`config.mk`:
```
export PLATFORM = sky130hd
export DESIGN_NAME = rxaddr_filter
export DESIGN_NICKNAME = d
export VERILOG_FILES = /design/src/rtl/rxf_pkg.sv /design/src/rtl/rxf_regbank.sv /design/src/rtl/rxf_capture.sv /design/src/rtl/rxf_judge.sv /design/src/rtl/rxaddr_filter.sv
export SDC_FILE = /design/constraint.sdc
export NUM_CORES = 1
export LEC_CHECK = 0
export BUFFER_PORTS_ARGS = -buffer_cell sky130_fd_sc_hd__buf_4
export CELL_PAD_IN_SITES_DETAIL_PLACEMENT = 1
export CELL_PAD_IN_SITES_GLOBAL_PLACEMENT = 2
export CORE_UTILIZATION = 30
export CTS_CLUSTER_DIAMETER = 60
export DETAILED_ROUTE_END_ITERATION = 12
export PLACE_DENSITY_LB_ADDON = 0.1
export SKIP_CTS_REPAIR_TIMING = 1
export SLEW_MARGIN = 40
export SYNTH_ARGS = -nofsm -noshare
export SYNTH_HDL_FRONTEND = slang
export SYNTH_SLANG_ARGS = --single-unit
```
`constraint.sdc`:
```
create_clock -name clk -period 3.35 [get_ports clk]
set_clock_uncertainty 0.15 [all_clocks]
set_input_delay 0.1675 -clock clk [delete_from_list [all_inputs] [get_ports clk]]
set_output_delay 0.1675 -clock clk [all_outputs]
set_load 0.005 [all_outputs]
```
`src/rtl/rxf_pkg.sv`:
```
package rxf_pkg;

  localparam int unsigned MAC_W   = 48;
  localparam int unsigned HASH_W  = 6;
  localparam int unsigned TBL_N   = 1 << HASH_W;
  localparam int unsigned NUM_ST  = 2;
  localparam int unsigned CTL_W   = 4;
  localparam int unsigned RSN_W   = NUM_ST + 2;
  localparam int unsigned SLICES  = MAC_W / HASH_W;

  // receive control bit positions
  localparam int unsigned CTL_HASH_ALL = 2;
  localparam int unsigned CTL_BCAST    = 3;
  localparam int unsigned CTL_FDX      = 7;

  // reason vector positions (stations occupy 0..NUM_ST-1)
  localparam int unsigned RSN_BCAST = NUM_ST;
  localparam int unsigned RSN_HASH  = NUM_ST + 1;

  typedef struct packed {
    logic [NUM_ST-1:0][MAC_W-1:0] st;
    logic [TBL_N-1:0]             tbl;
    logic [CTL_W-1:0]             ctl;
  } filt_cfg_t;

  // XOR of consecutive HASH_W-bit slices of the address
  function automatic logic [HASH_W-1:0] fold_hash(input logic [MAC_W-1:0] a);
    logic [HASH_W-1:0] acc;
    acc = '0;
    for (int i = 0; i < SLICES; i++) acc ^= a[i*HASH_W +: HASH_W];
    return acc;
  endfunction

  function automatic logic tbl_lookup(input logic [TBL_N-1:0] tbl,
                                      input logic [HASH_W-1:0] idx);
    return tbl[idx];
  endfunction

endpackage

```
`src/rtl/rxf_regbank.sv`:
```
module rxf_regbank
  import rxf_pkg::*;
#(
  parameter int unsigned REG_AW = 3,
  parameter int unsigned DW     = 32
) (
  input  logic              clk,
  input  logic              rst_n,
  input  logic              cfg_wr,
  input  logic [REG_AW-1:0] cfg_idx,
  input  logic [DW-1:0]     cfg_data,
  input  logic              phy_full_duplex,
  output filt_cfg_t         cfg,
  output logic              duplex_mismatch
);
  localparam int unsigned HI_W    = MAC_W - DW;
  localparam int unsigned IDX_TLO = 2 * NUM_ST;
  localparam int unsigned IDX_THI = IDX_TLO + 1;
  localparam int unsigned IDX_CTL = IDX_TLO + 2;
  localparam int unsigned IDX_GEN = IDX_TLO + 3;

  filt_cfg_t cfg_q;
  logic      fdx_q;
  logic      gen_en_q;
  logic      dup_q;

  always_ff @(posedge clk or negedge rst_n) begin
    if (!rst_n) begin
      cfg_q    <= '0;
      fdx_q    <= 1'b0;
      gen_en_q <= 1'b0;
    end else if (cfg_wr) begin
      for (int i = 0; i < NUM_ST; i++) begin
        if (cfg_idx == REG_AW'(2*i))
          cfg_q.st[i][DW-1:0] <= cfg_data;
        if (cfg_idx == REG_AW'(2*i+1))
          cfg_q.st[i][MAC_W-1:DW] <= cfg_data[HI_W-1:0];
      end
      if (cfg_idx == REG_AW'(IDX_TLO)) cfg_q.tbl[DW-1:0]     <= cfg_data;
      if (cfg_idx == REG_AW'(IDX_THI)) cfg_q.tbl[TBL_N-1:DW] <= cfg_data;
      if (cfg_idx == REG_AW'(IDX_CTL)) begin
        cfg_q.ctl <= cfg_data[CTL_W-1:0];
        fdx_q     <= cfg_data[CTL_FDX];
      end
      if (cfg_idx == REG_AW'(IDX_GEN)) gen_en_q <= cfg_data[0];
    end
  end

  // duplex comparison, refreshed only while enabled
  logic dup_now;
  assign dup_now = fdx_q ^ phy_full_duplex;

  always_ff @(posedge clk or negedge rst_n) begin
    if (!rst_n)        dup_q <= 1'b0;
    else if (gen_en_q) dup_q <= dup_now;
  end

  assign cfg             = cfg_q;
  assign duplex_mismatch = dup_q;

  // flag frozen while the enable is clear
  p_dup_hold_r11: assert property (@(posedge clk) disable iff (!rst_n)
    !gen_en_q |=> $stable(dup_q));

  // flag follows the comparison while enabled
  p_dup_track_r11: assert property (@(posedge clk) disable iff (!rst_n)
    gen_en_q |=> (dup_q == $past(dup_now)));

endmodule

```
`src/rtl/rxf_capture.sv`:
```
module rxf_capture
  import rxf_pkg::*;
#(
  parameter int unsigned LEN_W = 16
) (
  input  logic             clk,
  input  logic             rst_n,
  input  logic             da_valid,
  input  logic [MAC_W-1:0] da,
  input  logic [LEN_W-1:0] frame_len,
  input  filt_cfg_t        cfg,
  output logic             s1_valid,
  output logic [MAC_W-1:0] s1_da,
  output logic [LEN_W-1:0] s1_len,
  output filt_cfg_t        s1_cfg
);
  always_ff @(posedge clk or negedge rst_n) begin
    if (!rst_n) begin
      s1_valid <= 1'b0;
      s1_da    <= '0;
      s1_len   <= '0;
      s1_cfg   <= '0;
    end else begin
      s1_valid <= da_valid;
      if (da_valid) begin
        s1_da  <= da;
        s1_len <= frame_len;
        s1_cfg <= cfg;   // snapshot: later writes cannot reach this verdict
      end
    end
  end

  // the snapshot only moves on a strobe
  p_snap_hold_r10: assert property (@(posedge clk) disable iff (!rst_n)
    !da_valid |=> $stable(s1_cfg) && $stable(s1_da));

endmodule

```
`src/rtl/rxf_judge.sv`:
```
module rxf_judge
  import rxf_pkg::*;
#(
  parameter int unsigned LEN_W   = 16,
  parameter int unsigned MIN_LEN = 12
) (
  input  logic             clk,
  input  logic             rst_n,
  input  logic             s1_valid,
  input  logic [MAC_W-1:0] s1_da,
  input  logic [LEN_W-1:0] s1_len,
  input  filt_cfg_t        s1_cfg,
  output logic             dec_valid,
  output logic             dec_accept,
  output logic [RSN_W-1:0] dec_reason
);
  logic [NUM_ST-1:0] st_hit;
  logic              bcast_hit;
  logic [HASH_W-1:0] hash_idx;
  logic              hash_eligible;
  logic              hash_hit;
  logic              len_ok;
  logic [RSN_W-1:0]  reason_d;

  for (genvar g = 0; g < NUM_ST; g++) begin : g_station
    assign st_hit[g] = s1_cfg.ctl[g] && (s1_da == s1_cfg.st[g]);
  end

  assign bcast_hit     = s1_cfg.ctl[CTL_BCAST] && (&s1_da);
  assign hash_idx      = fold_hash(s1_da);
  assign hash_eligible = s1_cfg.ctl[CTL_HASH_ALL] || s1_da[0];
  assign hash_hit      = hash_eligible && tbl_lookup(s1_cfg.tbl, hash_idx);
  assign len_ok        = (s1_len >= LEN_W'(MIN_LEN));

  always_comb begin
    reason_d = '0;
    if (len_ok) begin
      reason_d[NUM_ST-1:0] = st_hit;
      reason_d[RSN_BCAST]  = bcast_hit;
      reason_d[RSN_HASH]   = hash_hit;
    end
  end

  always_ff @(posedge clk or negedge rst_n) begin
    if (!rst_n) begin
      dec_valid  <= 1'b0;
      dec_accept <= 1'b0;
      dec_reason <= '0;
    end else begin
      dec_valid  <= s1_valid;
      dec_accept <= s1_valid && (|reason_d);
      dec_reason <= s1_valid ? reason_d : '0;
    end
  end

  // every captured strobe yields a verdict, and only those do
  p_verdict_follows_r2: assert property (@(posedge clk) disable iff (!rst_n)
    s1_valid |=> dec_valid);
  p_verdict_cause_r2: assert property (@(posedge clk) disable iff (!rst_n)
    dec_valid |-> $past(s1_valid));

  // short frames never accepted
  p_short_drop_r8: assert property (@(posedge clk) disable iff (!rst_n)
    (s1_valid && (s1_len < LEN_W'(MIN_LEN))) |=> (!dec_accept && dec_reason == '0));

  // unicast without hash-all never reports a hash hit
  p_hash_elig_r7: assert property (@(posedge clk) disable iff (!rst_n)
    (s1_valid && !s1_cfg.ctl[CTL_HASH_ALL] && !s1_da[0]) |=> !dec_reason[RSN_HASH]);

  // quiet outside the pulse
  p_idle_quiet_r9: assert property (@(posedge clk) disable iff (!rst_n)
    !dec_valid |-> (!dec_accept && dec_reason == '0));

endmodule

```
`src/rtl/rxaddr_filter.sv`:
```
module rxaddr_filter
  import rxf_pkg::*;
#(
  parameter int unsigned REG_AW  = 3,
  parameter int unsigned DW      = 32,
  parameter int unsigned LEN_W   = 16,
  parameter int unsigned MIN_LEN = 12
) (
  input  logic              clk,
  input  logic              rst_n,
  input  logic              cfg_wr,
  input  logic [REG_AW-1:0] cfg_idx,
  input  logic [DW-1:0]     cfg_data,
  input  logic              phy_full_duplex,
  input  logic              da_valid,
  input  logic [MAC_W-1:0]  da,
  input  logic [LEN_W-1:0]  frame_len,
  output logic              dec_valid,
  output logic              dec_accept,
  output logic [RSN_W-1:0]  dec_reason,
  output logic              duplex_mismatch
);
  filt_cfg_t        cfg;
  filt_cfg_t        s1_cfg;
  logic             s1_valid;
  logic [MAC_W-1:0] s1_da;
  logic [LEN_W-1:0] s1_len;

  rxf_regbank #(.REG_AW(REG_AW), .DW(DW)) u_regs (
    .clk             (clk),
    .rst_n           (rst_n),
    .cfg_wr          (cfg_wr),
    .cfg_idx         (cfg_idx),
    .cfg_data        (cfg_data),
    .phy_full_duplex (phy_full_duplex),
    .cfg             (cfg),
    .duplex_mismatch (duplex_mismatch)
  );

  rxf_capture #(.LEN_W(LEN_W)) u_cap (
    .clk       (clk),
    .rst_n     (rst_n),
    .da_valid  (da_valid),
    .da        (da),
    .frame_len (frame_len),
    .cfg       (cfg),
    .s1_valid  (s1_valid),
    .s1_da     (s1_da),
    .s1_len    (s1_len),
    .s1_cfg    (s1_cfg)
  );

  rxf_judge #(.LEN_W(LEN_W), .MIN_LEN(MIN_LEN)) u_judge (
    .clk        (clk),
    .rst_n      (rst_n),
    .s1_valid   (s1_valid),
    .s1_da      (s1_da),
    .s1_len     (s1_len),
    .s1_cfg     (s1_cfg),
    .dec_valid  (dec_valid),
    .dec_accept (dec_accept),
    .dec_reason (dec_reason)
  );

  // the verdict pulse lasts one cycle for an isolated strobe
  p_pulse_r2: assert property (@(posedge clk) disable iff (!rst_n)
    (dec_valid && !s1_valid) |=> !dec_valid);

endmodule

```
==> reports/metrics.csv <==
metric,value,unit
CTS tree,built,
Tot GR Track Use,17.75,%
R2R Path End,u_judge.dec_accept$_DFF_PN0_,
status,completed,
startpoint types,flop,
CP endpoint kind,flop,
synthesized net count,1248,
Leakage,9.250,nW
final setup vio count,0,
antenna violations before repair,2,
CTS Buf Count,49,
via count,10150,
register area share after synthesis,58.89,%
clock-pin slew on the worst setup and hold paths,0.06,ns
placed instance area,0.01903,mm2
total gr overflow,0,
final hold vios,0,
CTS Buffer Depth,3,
synthesized cell area,0.01700,mm2
final wirelength,50150,um
final worst slack,0.3155,ns
number of flops mapped to enable cells by yosys,0,
RR Startpoint,u_cap.s1_da[42]$_DFFE_PN0P_,
max cap viols,0,
Port Buf Inserts,108,
Yosys top cell by area,dfrtp_1,
synthesis-to-layout area growth,27.48,%
DRC viols,0,
hold_ws,0.08359,ns
clock latency at the later pin of the worst-skew pair,0.57,ns
data arrival time of the worst path,3.32,ns
Crit-path slowest cell,mux4_1,
Die W,240.0,um
r2r setup slk,0.32,ns
Yosys top cell area share,58.89,%
final instance area,0.02167,mm2
"most common cell after layout, fill and taps aside",dfrtp_1,
syn avg cell area,14.86,um2
Critical Path End,u_judge.dec_accept$_DFF_PN0_,
part of the cycle the worst path needs,90.58,%
drt pass-1 iters,5,
via density per instance,4.651,
worst vdd ir,0.3196,mV
synth unique cells,43,
top post-synthesis cells by area,"dfrtp_1, mux2_2, xnor2_1",
Die Span Y,240.0,um
Crit Path Class,flop to flop,
Starting DRT DRC Count,482,
first-pass GRT wire length,73640,um
worst min-delay path class,input port to asynchronous set/reset pin,
largest net degree at the start of global routing,102,
# diodes,0,
crit-path cells,xnor2_1 > xnor2_1 > xnor2_4 > mux4_1 > mux2_2 > a211oi_2 > o21ai_1 > o211ai_2 > nand3_1,
Synth async-reset ratio,100.0,%
GP Congestion,0.7446,
Slew @ Worst Pin,0.8085,ns
ys flop type,dfrtp_1,
largest stage delay on the critical path,0.62,ns
post-layout minimum cycle time,3.035,ns
vias in the first global route,10730,
Final nets,1504,
DIE AREA,0.05761,mm2
"Req. time, crit path",3.64,ns
Site Rows,86,
Top Ports,111,
setup_tns,0,ns
# clock sinks,400,
post-DP HPWL,34100,um
R2R cell count,9,
share of cells above drive strength 1,43.00,%
Slew Limit Fails,0,
Core Area,0.05552,mm2
Initial Utilization,30.61,%
RSZ-0062 raised after global routing,false,
most used cell along the critical path,xnor2_1,
post-place setup slack,0.2400,ns
Max H-tree Level,2,
remaining antenna violation count,0,
Clock Tree Root,clkbuf_16,
most frequent cells in the layout,"dfrtp_1, mux2_2, buf_4, dlygate4sd3_1, xnor2_1",
Max-slew headroom,45.61,%
Post-Syn Instances,1144,
routed len/inst,22.97,um
crit path max fanout,8,
warnings from Yosys,0,
Worst Setup SP,u_cap.s1_da[42]$_DFFE_PN0P_,
Overall Power,15.44,mW
Max Clk Rate,329.5,MHz
Pwr Density,712.5,mW/mm2
Seq cells post-synth,400,
==> logic make-up (layout without fill, tap and decap cells) <==
| family | count (synthesis) | count (layout) | synth area share, % |
|---|---|---|---|
| compound gates | 28 | 28 | 1.097 |
| xor+xnor | 133 | 133 | 7.052 |
| buf+inv | 68 | 359 | 1.575 |
| flops | 400 | 400 | 58.89 |
| mux | 425 | 425 | 28.30 |
| simple gates | 90 | 90 | 3.092 |
==> metrics by stage <==
stage,util [%],instances
after floorplan,-,1144
after global placement,34.27,1994
after detailed placement,34.27,1994
after CTS,37.15,2080
after global routing,39.03,2183
final,39.03,2183
==> where the power goes <==
part           total, mW  internal, mW  switching, mW
combinational       3.59          1.93           1.65
clock               5.25          3.18           2.07
sequential          6.60          5.89          0.710
total               15.4          11.0           4.44
==> per-layer routing <==
layer  share of wire (%)  track usage [%]
met4                 1.7            4.323
met2                  47            27.48
met5                   0                0
met3                 2.9            2.744
met1                  49            25.84
==> worst max-delay path, delay by kind of cell (launching register included) <==
family / cells / cell delay [ns]
simple gates: 1 / 0.10
compound gates: 3 / 0.41
flops: 1 / 0.45
xor+xnor: 3 / 0.87
mux: 2 / 0.91
==> flip-flops by register name, indices dropped and copies added (netlist names) <==
| register | count |
|---|---|
| u_judge.dec_valid | 1 |
| u_judge.dec_accept | 1 |
| u_judge.dec_reason | 4 |
| u_regs.duplex_mismatch | 1 |
| u_cap.s1_valid | 1 |
| u_cap.s1_da | 48 |
| u_cap.s1_len | 14 |
| u_regs.fdx_q | 1 |
| u_cap.s1_cfg | 164 |
| u_regs.cfg | 164 |
| u_regs.gen_en_q | 1 |
==> synthesized netlist by cell type (3+ instances only) <==
library cell,n
mux2i_1,35
buf_2,3
mux2_2,370
o21ai_0,13
inv_1,10
mux2_1,15
nand2_1,15
nand4_1,29
nand4b_1,3
mux4_1,3
xor2_1,46
clkbuf_1,50
xnor2_1,84
nor4_1,19
nor3_1,4
nor2_1,5
dfrtp_1,400
and2_1,3
nor3b_1,4
==> layout make-up <==
| class | instances | area (um2) |
|---|---|---|
| Multi-Input combinational cell | 676 | 6751 |
| Tap cell | 748 | 935.9 |
| Sequential cell | 400 | 10010 |
| Fill cell | 5745 | 33860 |
| Clock buffer | 79 | 1529 |
| Clock inverter | 7 | 72.57 |
| Inverter | 10 | 37.54 |
| Timing Repair Buffer | 263 | 2332 |
==> worst min path at each step <==
stage                     start                       endpoint  slack (ns)  cells after the start
after global placement    rst_n     u_regs.cfg[61]$_DFFE_PN0P_       -0.07                      1
after floorplan           rst_n    u_cap.s1_cfg[0]$_DFFE_PN0P_       -0.28                      0
final                     rst_n   u_cap.s1_cfg[21]$_DFFE_PN0P_        0.08                      3
after global routing      rst_n  u_cap.s1_cfg[138]$_DFFE_PN0P_        0.07                      3
after detailed placement  rst_n     u_regs.cfg[61]$_DFFE_PN0P_       -0.07                      1
after CTS                 rst_n   u_cap.s1_cfg[59]$_DFFE_PN0P_       -0.70                      1
Note: power is estimated with default switching activity, not from simulation.
